--- src/rtl/srs_pkg.sv ---
package srs_pkg;
  typedef enum logic [2:0] {
    ST_IDLE,
    ST_CAPTURE,
    ST_WAIT,
    ST_DRIVE,
    ST_RECOVER
  } seqState_t;

  typedef struct packed {
    logic capture;
    logic loadRead;
  } ctrlStrb_t;
endpackage

--- src/rtl/srs_sync.sv ---
module srs_sync #(
  parameter int WIDTH = 1,
  parameter int STAGES = 2,
  parameter logic [WIDTH-1:0] RST_VAL = '0
) (
  input  logic             clk,
  input  logic             rstN,
  input  logic [WIDTH-1:0] din,
  output logic [WIDTH-1:0] dout
);
  logic [WIDTH-1:0] stage [STAGES];

  genvar g;
  generate
    for (g = 0; g < STAGES; g++) begin : gStage
      if (g == 0) begin : gFirst
        always_ff @(posedge clk) begin
          if (!rstN) stage[g] <= RST_VAL;
          else       stage[g] <= din;
        end
      end else begin : gNext
        always_ff @(posedge clk) begin
          if (!rstN) stage[g] <= RST_VAL;
          else       stage[g] <= stage[g-1];
        end
      end
    end
  endgenerate

  assign dout = stage[STAGES-1];
endmodule

--- src/rtl/srs_ctrl.sv ---
module srs_ctrl
  import srs_pkg::*;
#(
  parameter int WAIT_CYCLES = 3
) (
  input  logic      clk,
  input  logic      rstN,
  input  logic      csS,
  input  logic      dsS,
  input  logic      rwS,
  input  logic      tgtAck,
  input  logic      tgtClkAlive,
  output ctrlStrb_t strb,
  output logic      tgtReq,
  output logic      tgtWe,
  output logic      busOe
);
  localparam int CW = $clog2(WAIT_CYCLES + 1);
  localparam logic [CW-1:0] LAST = CW'(WAIT_CYCLES - 1);

  seqState_t state, stateNxt;
  logic [CW-1:0] waitCnt;
  logic dsPrev, isRead, ackQ, startAcc, dsFall;

  assign dsFall   = dsPrev & ~dsS;
  assign startAcc = (state == ST_IDLE) & dsFall & ~csS;
  assign ackQ     = tgtAck & tgtClkAlive;

  always_comb begin
    stateNxt = state;
    unique case (state)
      ST_IDLE:     if (startAcc) stateNxt = ST_CAPTURE;
      ST_CAPTURE:  stateNxt = ST_WAIT;
      ST_WAIT:     if (ackQ || waitCnt == LAST) stateNxt = ST_DRIVE;
      ST_DRIVE:    if (dsS) stateNxt = ST_RECOVER;
      ST_RECOVER:  stateNxt = ST_IDLE;
      default:     stateNxt = ST_IDLE;
    endcase
  end

  always_ff @(posedge clk) begin
    if (!rstN) begin
      state   <= ST_IDLE;
      dsPrev  <= 1'b1;
      isRead  <= 1'b1;
      waitCnt <= '0;
    end else begin
      state  <= stateNxt;
      dsPrev <= dsS;
      if (startAcc) isRead <= rwS;
      if (state == ST_WAIT) waitCnt <= waitCnt + 1'b1;
      else                  waitCnt <= '0;
    end
  end

  assign tgtReq        = (state == ST_WAIT);
  assign tgtWe         = ~isRead;
  assign strb.capture  = startAcc;
  assign strb.loadRead = (state == ST_WAIT) & ackQ & isRead;
  assign busOe         = (state == ST_DRIVE) & isRead & ~csS;

  // run length of the request, used by the checks below
  logic [CW:0] reqRun;
  always_ff @(posedge clk) begin
    if (!rstN)       reqRun <= '0;
    else if (tgtReq) reqRun <= reqRun + 1'b1;
    else             reqRun <= '0;
  end


  req_budget_chk: assert property (@(posedge clk) disable iff (!rstN)
    reqRun <= (CW+1)'(WAIT_CYCLES));


  req_drop_chk: assert property (@(posedge clk) disable iff (!rstN)
    (tgtReq && ackQ) |=> !tgtReq);


  recover_once_chk: assert property (@(posedge clk) disable iff (!rstN)
    (state == ST_RECOVER) |=> (state == ST_IDLE) && !tgtReq);


  oe_release_chk: assert property (@(posedge clk) disable iff (!rstN)
    (busOe && dsS) |=> !busOe);


  start_needs_cs_chk: assert property (@(posedge clk) disable iff (!rstN)
    (state == ST_IDLE && csS) |=> (state == ST_IDLE));
endmodule

--- src/rtl/srs_datapath.sv ---
module srs_datapath
  import srs_pkg::*;
#(
  parameter int ADDR_W = 8,
  parameter int DATA_W = 16
) (
  input  logic              clk,
  input  logic              rstN,
  input  ctrlStrb_t         strb,
  input  logic [ADDR_W-1:0] busAddr,
  input  logic [DATA_W-1:0] busWrData,
  input  logic [DATA_W-1:0] tgtRdData,
  output logic [ADDR_W-1:0] tgtAddr,
  output logic [DATA_W-1:0] tgtWrData,
  output logic [DATA_W-1:0] busRdData
);
  logic [ADDR_W-1:0] addrQ;
  logic [DATA_W-1:0] wrDataQ;
  logic [DATA_W-1:0] lastRead;

  always_ff @(posedge clk) begin
    if (!rstN) begin
      addrQ    <= '0;
      wrDataQ  <= '0;
      lastRead <= '0;
    end else begin
      if (strb.capture) begin
        addrQ   <= busAddr;
        wrDataQ <= busWrData;
      end
      if (strb.loadRead) lastRead <= tgtRdData;
    end
  end

  assign tgtAddr   = addrQ;
  assign tgtWrData = wrDataQ;
  assign busRdData = lastRead;


  held_read_stable_chk: assert property (@(posedge clk) disable iff (!rstN)
    !strb.loadRead |=> $stable(busRdData));


  addr_hold_chk: assert property (@(posedge clk) disable iff (!rstN)
    !strb.capture |=> $stable(tgtAddr) && $stable(tgtWrData));
endmodule

--- src/rtl/strobe_reg_slave.sv ---
module strobe_reg_slave
  import srs_pkg::*;
#(
  parameter int ADDR_W = 8,
  parameter int DATA_W = 16,
  parameter int SYNC_STAGES = 2,
  parameter int WAIT_CYCLES = 3
) (
  input  logic              clk,
  input  logic              rstN,
  input  logic              busCsN,
  input  logic              busDsN,
  input  logic              busRw,
  input  logic [ADDR_W-1:0] busAddr,
  input  logic [DATA_W-1:0] busWrData,
  output logic [DATA_W-1:0] busRdData,
  output logic              busOe,
  output logic              tgtReq,
  output logic              tgtWe,
  output logic [ADDR_W-1:0] tgtAddr,
  output logic [DATA_W-1:0] tgtWrData,
  input  logic [DATA_W-1:0] tgtRdData,
  input  logic              tgtAck,
  input  logic              tgtClkAlive
);
  logic [2:0] ctlSync;
  ctrlStrb_t  strb;

  srs_sync #(.WIDTH(3), .STAGES(SYNC_STAGES), .RST_VAL(3'b111)) sync_i (
    .clk  (clk),
    .rstN (rstN),
    .din  ({busCsN, busDsN, busRw}),
    .dout (ctlSync)
  );

  srs_ctrl #(.WAIT_CYCLES(WAIT_CYCLES)) ctrl_i (
    .clk         (clk),
    .rstN        (rstN),
    .csS         (ctlSync[2]),
    .dsS         (ctlSync[1]),
    .rwS         (ctlSync[0]),
    .tgtAck      (tgtAck),
    .tgtClkAlive (tgtClkAlive),
    .strb        (strb),
    .tgtReq      (tgtReq),
    .tgtWe       (tgtWe),
    .busOe       (busOe)
  );

  srs_datapath #(.ADDR_W(ADDR_W), .DATA_W(DATA_W)) dp_i (
    .clk       (clk),
    .rstN      (rstN),
    .strb      (strb),
    .busAddr   (busAddr),
    .busWrData (busWrData),
    .tgtRdData (tgtRdData),
    .tgtAddr   (tgtAddr),
    .tgtWrData (tgtWrData),
    .busRdData (busRdData)
  );
endmodule

--- config.mk ---
export PLATFORM = sky130hd
export DESIGN_NAME = strobe_reg_slave
export DESIGN_NICKNAME = d
export VERILOG_FILES = /design/src/rtl/srs_pkg.sv /design/src/rtl/srs_sync.sv /design/src/rtl/srs_ctrl.sv /design/src/rtl/srs_datapath.sv /design/src/rtl/strobe_reg_slave.sv
export SDC_FILE = /design/constraint.sdc
export NUM_CORES = 1
export LEC_CHECK = 0
export ABC_AREA = 1
export BUFFER_PORTS_ARGS = -buffer_cell sky130_fd_sc_hd__buf_2
export CORE_ASPECT_RATIO = 0.75
export CORE_MARGIN = 3
export CORE_UTILIZATION = 45
export CTS_CLUSTER_DIAMETER = 200
export DETAILED_ROUTE_END_ITERATION = 7
export HOLD_SLACK_MARGIN = 0.08
export PLACE_DENSITY = 0.76
export RECOVER_POWER = 50
export SYNTH_ARGS = -nofsm -noshare
export SYNTH_HDL_FRONTEND = slang
export SYNTH_HIERARCHICAL = 1
export SYNTH_SLANG_ARGS = --single-unit
export TNS_END_PERCENT = 1
--- constraint.sdc ---
create_clock -name clk -period 1.5 [get_ports clk]
set_input_delay 0.075 -clock clk [delete_from_list [all_inputs] [get_ports clk]]
set_output_delay 0.075 -clock clk [all_outputs]
set_load 0.03 [all_outputs]
==> results of run 1 <==
-- cell usage after synthesis, drive strengths merged --
master  instances
nand3           4
inv            57
buf            13
nor3            7
nor2           88
ha              1
o21ai           1
dfxtp          53
nand2         100
a21oi           2
-- critical path, stage by stage (launching register included) --
cell and delay, ps:
dfxtp_2 410, nand2_1 90, nor2_1 140, inv_1 70
nor3_1 140, buf_4 190
-- metrics by stage --
step / setup slack (ps) / area [sq um]
floorplan: 135.6 / 2166
global placement: 253.7 / 2666
detailed placement: 188.8 / 2666
CTS: 89.02 / 3172
global route: 2.981 / 3127
finish: 109.6 / 3127
-- worst paths after layout --
check                     startpoint            endpoint  slack, ps  depth (start not counted)
hold / removal          busWrData[6]   dp_i/tgtWrData[6]        100                          5
setup / recovery     ctrl_i/state[1]               busOe        110                          5
hold reg to reg   sync_i/stage[0][2]  sync_i/stage[1][2]        420                          2
setup reg to reg     ctrl_i/state[2]   dp_i/busRdData[9]        160                          7
-- repair_timing --
| item | 4_1_cts | 5_1_grt |
|---|---|---|
| cloned | 0 | 0 |
| hold buffers | 42 | 0 |
| resized for setup | 1 | 2 |
| setup endpoints to repair | 1 | 1 |
| hold endpoints to repair | 42 | 0 |
-- where the power goes --
| group | total [W] | leakage [nW] | internal (W) | switching [W] |
|---|---|---|---|---|
| sequential | 0.00150 | 0.430 | 0.00146 | 0.0000377 |
| combinational | 0.000509 | 1.09 | 0.000225 | 0.000284 |
| clock | 0.000771 | 0.0385 | 0.000331 | 0.000440 |
-- logic make-up (layout without fill, tap and decap cells) --
family	count (synthesis)	after routing	share of synthesized area (%)
fa+ha+maj	1	1	0.5776
buf+inv	70	200	13.69
compound gates	3	3	0.6930
flops	53	53	48.99
simple gates	199	199	36.05
-- layout make-up --
class	count	area, sq um
Sequential cell	53	1064
Tap cell	57	71.32
Multi-Input combinational cell	203	819.5
Timing Repair Buffer	135	874.6
Clock inverter	1	7.507
Clock buffer	7	76.32
Inverter	57	214.0
Fill cell	410	1419
-- flip-flops by register name, summed over array words and instances, names as in the netlist --
| register | cells |
|---|---|
| ctrl_i/isRead | 1 |
| ctrl_i/waitCnt | 2 |
| sync_i/stage | 6 |
| dp_i/tgtWrData | 16 |
| ctrl_i/dsPrev | 1 |
| ctrl_i/state | 3 |
| dp_i/tgtAddr | 8 |
| dp_i/busRdData | 16 |
-- layout by cell type, fill, tap and decap left out, drive strengths merged --
| cell | Yosys | routed |
|---|---|---|
| nand2 | 100 | 100 |
| nor2 | 88 | 88 |
| inv | 57 | 57 |
| buf | 13 | 54 |
| dfxtp | 53 | 53 |
| clkbuf | 0 | 46 |
| dlygate4sd3 | 0 | 42 |
| nor3 | 7 | 7 |
| nand3 | 4 | 4 |
| a21oi | 2 | 2 |
| clkinvlp | 0 | 1 |
| o21ai | 1 | 1 |
| ha | 1 | 1 |
-- per-layer routing --
metal / part of all wire [%] / vias to the layer above / GRT usage (%) / routed length (um)
met2: 47 / 79 / 32.69 / 2538
met3: 8.6 / 2 / 4.857 / 462
li1: - / 1187 / - / -
met5: 0 / - / 0 / 0
met1: 44 / 933 / 23.17 / 2379
met4: 0.31 / 0 / 3.755 / 17
==> metrics.sh, run 1 <==
WORSTSETUPSTARTPOINTTYPE='flip-flop'
AREAGROWTHSYNTHTOFINISH_PCT=44.37
SYNTH_AREA_SQ_MM=0.002166
SYNTHTOPCELLSBYAREA='dfxtp_1 (49%), nand2_1 (17%), nor2_1 (15%)'
POWER_PER_CELL_AREA_mW_PER_MM2=888.4
CLOCK_PATH_BUFFERS=2
YS_FF_LATCH=53
NUMPLACEDINSTANCES=463
DRT_FIRST_PASS_ITERS=6
SYNTH-WARNING-COUNT=6
LAYOUTNONFILLERINSTCOUNT=513
DRT-WIRELENGTH-PER-CELL_UM=10.52
FIRST_GLOBAL_VIAS=1974
LARGEST_NET_DEGREE_AT_THE_START_OF_GLOBAL_ROUTING=51
CRIT_PATH_MAX_FANOUT=5
TIMING.HOLD.WORST.CLASS='primary input to flip-flop'
DRC_MARKER_COUNT_FROM_THE_FIRST_DETAILED_ROUTE_ITERATION=85
GRT_SETUP_UNREPAIRED='no'
DRT-TOTAL-WL_MM=5.398
VIAS_PER_CELL=4.290
FP.DIEH_UM=66.08
FINALHOLDVIOLATIONS=0
STATIC-LEAKAGE-POWER_nW=1.558
CTS-BUFFERS-INSERTED=5
ROW_COUNT=21
CLK-INSERTION-DELAY-LATE_PS=290
CTS-HTREE-LEVELS=2
POST_SYNTH_NUM_CELL_TYPES=16
NNETSFINAL=503
FMAXACHIEVABLE_MHz=719.2
CRITICAL_PATH.ENDPOINT_TYPE='output port'
CTS.CLK_SLEW.WORST_PATHS_PS=90
TRITONCTS_CLOCK_TREE='done'
SYN_INST=326
WORST_IR_DROP_VDD_V=0.0005511
MAX-SLEW-MARGIN-REL_PCT=73.26
CRITICAL_PATH_CLASS='flip-flop to output port'
ROUTED_VIAS=2201
CORE_SQ_MM=0.004546
DP_HPWL_MM=3.252
YS_SEQ_AREA_SHARE_PCT=48.99
INITIAL_CORE_UTIL_PCT=47.65
LAYOUT.CORE_UTILIZATION_PCT=68.79
CRITICAL_PATH_ARRIVAL_PS=1320
DIE-WIDTH_UM=86.11
REPORT.FINAL.SETUP_VIOL=0
POSTSYNTHAREAPERCELL_SQ_UM=6.644
PLACE_CONGESTION=0.8335
FIRST_PASS_GRT_WIRE_LENGTH_MM=8.549
FIN_SETUP_TNS_PS=0
REQUIRED_PS=1420
WORST_PIN_SLEW_PS=402.8
SYNTH_LARGEST_TYPE_AREA_FRACTION_PCT=48.99
POST_ROUTE_CELLS_DRIVE_ABOVE_1_SHARE_PCT=15.13
DETAIL-ROUTE-ANTENNA-NETS=0
CLOCK-ROOT-BUFFER='clkbuf_8'
REMAINING_DRC_ERRORS=0
ANTENNA_CELLS=0
GROUTE.USAGE.OVERALL_PCT=18.66
OUTCOME='complete, no violations'
ANTENNA_FOUND_INITIAL=0
FINAL.HOLD.WORST_SLACK_PS=103.5
FIN_SKEW_PS=4.396
POST-SYNTH-TOP-AREA-CELL='dfxtp_1'
CTS.SINKS=53
CTS_SETUP_BUFFERS=0
FINAL.MIN_CLOCK_PERIOD_PS=1390
MAXCAPVIOLATIONS=0
PORT_BUFFER_COUNT=89
SYN-NUM-NETS=374
FIN_CRIT_SH_PCT=92.70
FINAL-MAX-SLEW-VIOLATION-COUNT=0
TOTAL_POWER_W=0.002778
DESIGN.DIE.AREA_SQ_MM=0.005690
NUMBER_OF_PORTS_PLACED_ON_THE_DIE_BOUNDARY=90
GRT_OVERFLOW=0
(Power assumes the default switching activity.)
==> inputs of run 2 (changes only) <==
--- a/config.mk
+++ b/config.mk
@@ -8,7 +8,7 @@
 export ABC_AREA = 1
 export BUFFER_PORTS_ARGS = -buffer_cell sky130_fd_sc_hd__buf_2
 export CORE_ASPECT_RATIO = 0.75
-export CORE_MARGIN = 3
+export CORE_MARGIN = 1.5
 export CORE_UTILIZATION = 45
 export CTS_CLUSTER_DIAMETER = 200
 export DETAILED_ROUTE_END_ITERATION = 7
==> metrics.sh, run 2 (synthesis results as in run 1) <==
OUTCOME='complete, no violations'
WORST_PIN_SLEW_PS=404.1  # +1.281 ps
REMAINING_DRC_ERRORS=0  # unchanged
INTPOWER_W=0.002025  # +0.44%
FP.DIEH_UM=63.08  # -4.5%
SHARE_SEQ_OF_TOTAL_POWER_PCT=53.7  # -0.2 points
DETAIL-ROUTE-ANTENNA-NETS=0  # unchanged
FINAL_COMMON_CELL='nand2_1'
AREAGROWTHSYNTHTOFINISH_PCT=46.91
DRT-TOTAL-WL_MM=5.362  # -0.67%
DRC_MARKER_COUNT_FROM_THE_FIRST_DETAILED_ROUTE_ITERATION=97  # +14%
DP_HPWL_MM=3.191  # -1.9%
CTS-BUFFERS-INSERTED=5  # unchanged
MAX-SLEW-MARGIN-REL_PCT=73.17  # -0.085 points
ROW_COUNT=21  # unchanged
CTS-HTREE-LEVELS=2  # unchanged
REQUIRED_PS=1700  # +280 ps
NUMPLACEDINSTANCES=464  # +0.22%
LAYOUTNONFILLERINSTCOUNT=517  # +0.78%
GRT_SETUP_UNREPAIRED='no'
MAXCAPVIOLATIONS=0  # unchanged
SHARE_COMB_OF_TOTAL_POWER_PCT=18.6  # +0.3 points
PLACE_CONGESTION=0.7440  # -11%
DRT-WIRELENGTH-PER-CELL_UM=10.37  # -1.4%
FINALHOLDVIOLATIONS=0  # unchanged
FIN_SETUP_TNS_PS=0  # unchanged
ANTENNA_CELLS=0  # unchanged
GRT_OVERFLOW=0  # unchanged
CLK-INSERTION-DELAY-LATE_PS=300  # about the same
CLOCKPOWERSHARE_PCT=27.7  # about the same
CRITICAL_PATH_CLASS='flip-flop to flip-flop'
ANTENNA_FOUND_INITIAL=0  # unchanged
LARGEST_NET_DEGREE_AT_THE_START_OF_GLOBAL_ROUTING=33  # -35%
DPL_CELL_AREA_SQ_MM=0.002686  # +0.75%
CLOCK-ROOT-BUFFER='clkbuf_8'
WORST_IR_DROP_VDD_V=0.0005778  # +4.9%
FINAL.MIN_CLOCK_PERIOD_PS=1355  # -35.77 ps
WORSTSETUPSTARTPOINTTYPE='flip-flop'
GROUTE.USAGE.OVERALL_PCT=20.68  # +2.0 points
LAYOUT.CORE_UTILIZATION_PCT=70.00  # +1.2 points
PORT_BUFFER_COUNT=89  # unchanged
INITIAL_CORE_UTIL_PCT=47.65  # unchanged
CRIT_PATH_MAX_FANOUT=32  # +27
POSTLAYOUTCELLAREA_SQ_MM=0.003182  # +1.8%
REPORT.FINAL.SETUP_VIOL=0  # unchanged
FIN_SKEW_PS=9.083  # +4.687 ps
POWER_PER_CELL_AREA_mW_PER_MM2=875.8  # -1.4%
ROUTED_VIAS=2212  # +0.50%
DRT_FIRST_PASS_ITERS=4  # -2
FIRST_PASS_GRT_WIRE_LENGTH_MM=8.804  # +3.0%
TIMING.HOLD.WORST.CLASS='primary input to flip-flop'
FINAL-MAX-SLEW-VIOLATION-COUNT=0  # unchanged
CLOCK_PATH_BUFFERS=2  # unchanged
TOTAL_POWER_W=0.002787  # +0.32%
CTS.CLK_SLEW.WORST_PATHS_PS=90  # about the same
CTS_SETUP_BUFFERS=0  # unchanged
CRITICAL_PATH_ARRIVAL_PS=1560  # +240 ps
LAYOUT_COMMON_CELLS='nand2_1 (98), nor2_1 (86), inv_1 (57)'
CORE_SQ_MM=0.004546  # unchanged
TRITONCTS_CLOCK_TREE='done'
SW_FRAC_OF_TOTAL_PCT=27.33  # -0.085 points
NUMBER_OF_PORTS_PLACED_ON_THE_DIE_BOUNDARY=90  # unchanged
VIAS_PER_CELL=4.279  # -0.28%
STATIC-LEAKAGE-POWER_nW=1.570  # +0.77%
DESIGN.DIE.AREA_SQ_MM=0.005242  # -7.9%
DIE-WIDTH_UM=83.11  # -3.5%
POST_ROUTE_CELLS_DRIVE_ABOVE_1_SHARE_PCT=15.00  # -0.13 points
NNETSFINAL=507  # +0.80%
FIRST_GLOBAL_VIAS=2020  # +2.3%
CRITICAL_PATH.ENDPOINT_TYPE='flip-flop'
FMAXACHIEVABLE_MHz=738.2  # +2.6%
FIN_CRIT_SH_PCT=90.31  # -2.4 points
CTS.SINKS=53  # unchanged
P_SW_W=0.0007615  # about the same
run 2: power by group through the flow:
| stage | sequential, W | combinational, W | clock [W] |
|---|---|---|---|
| finish | 0.00150 | 0.000518 | 0.000771 |
| detailed placement | 0.00153 | 0.000423 | 0 |
| global placement | 0.00152 | 0.000418 | 0 |
| CTS | 0.00149 | 0.000515 | 0.000798 |
| global route | 0.00150 | 0.000580 | 0.000874 |
| floorplan | 0.00157 | 0.000238 | 0 |
run 2: critical path, cell delays in order, from the launching register on:
cell     delay [ps]
dfxtp_1         360
nor2_2          150
nand2_2         110
nor3_2          220
buf_12          220
nand2_1          70
nand2_1          70
nor2_1           50
run 2: final cells by class:
cell class              instances  area, sq um
well taps                      57        71.32
inverters                      57        214.0
clock buffers                   7        76.32
flip-flops and latches         53         1066
repair buffers                139        922.1
multi-input cells             203        824.5
fillers                       395         1364
clock inverters                 1        7.507
run 2: final timing paths:
| check | from | endpoint | slack [ps] | depth (start not counted) |
|---|---|---|---|---|
| worst max-delay path | ctrl_i/state[2] | dp_i/busRdData[15] | 150 | 7 |
| worst min-delay path | rstN | dp_i/busRdData[4] | 120 | 3 |
| worst max register to register | ctrl_i/state[2] | dp_i/busRdData[15] | 150 | 7 |
| worst min register to register | sync_i/stage[0][0] | sync_i/stage[1][0] | 410 | 2 |
run 2: per-stage QoR:
step / setup WS, ps / hold slack (ps)
final: 145.3 / 117.2
after detailed placement: 183.6 / 248.8
after global routing: 30.10 / 117.2
after global placement: 232.7 / 244.8
after CTS: 49.85 / 110.1
after floorplan: 135.6 / 143.7
run 2: repair_timing:
item	4_1_cts	5_1_grt
setup endpoints to repair	1	1
gates resized for setup	1	4
endpoints found under the hold margin	43	0
hold buffers	45	0
run 2: layer usage:
| layer | GRT usage [%] | routed length [um] | up-vias |
|---|---|---|---|
| met3 | 6.160 | 369 | 7 |
| li1 | - | - | 1193 |
| met4 | 7.083 | 60 | 0 |
| met1 | 24.45 | 2422 | 934 |
| met5 | 0 | 0 | - |
| met2 | 35.98 | 2510 | 78 |
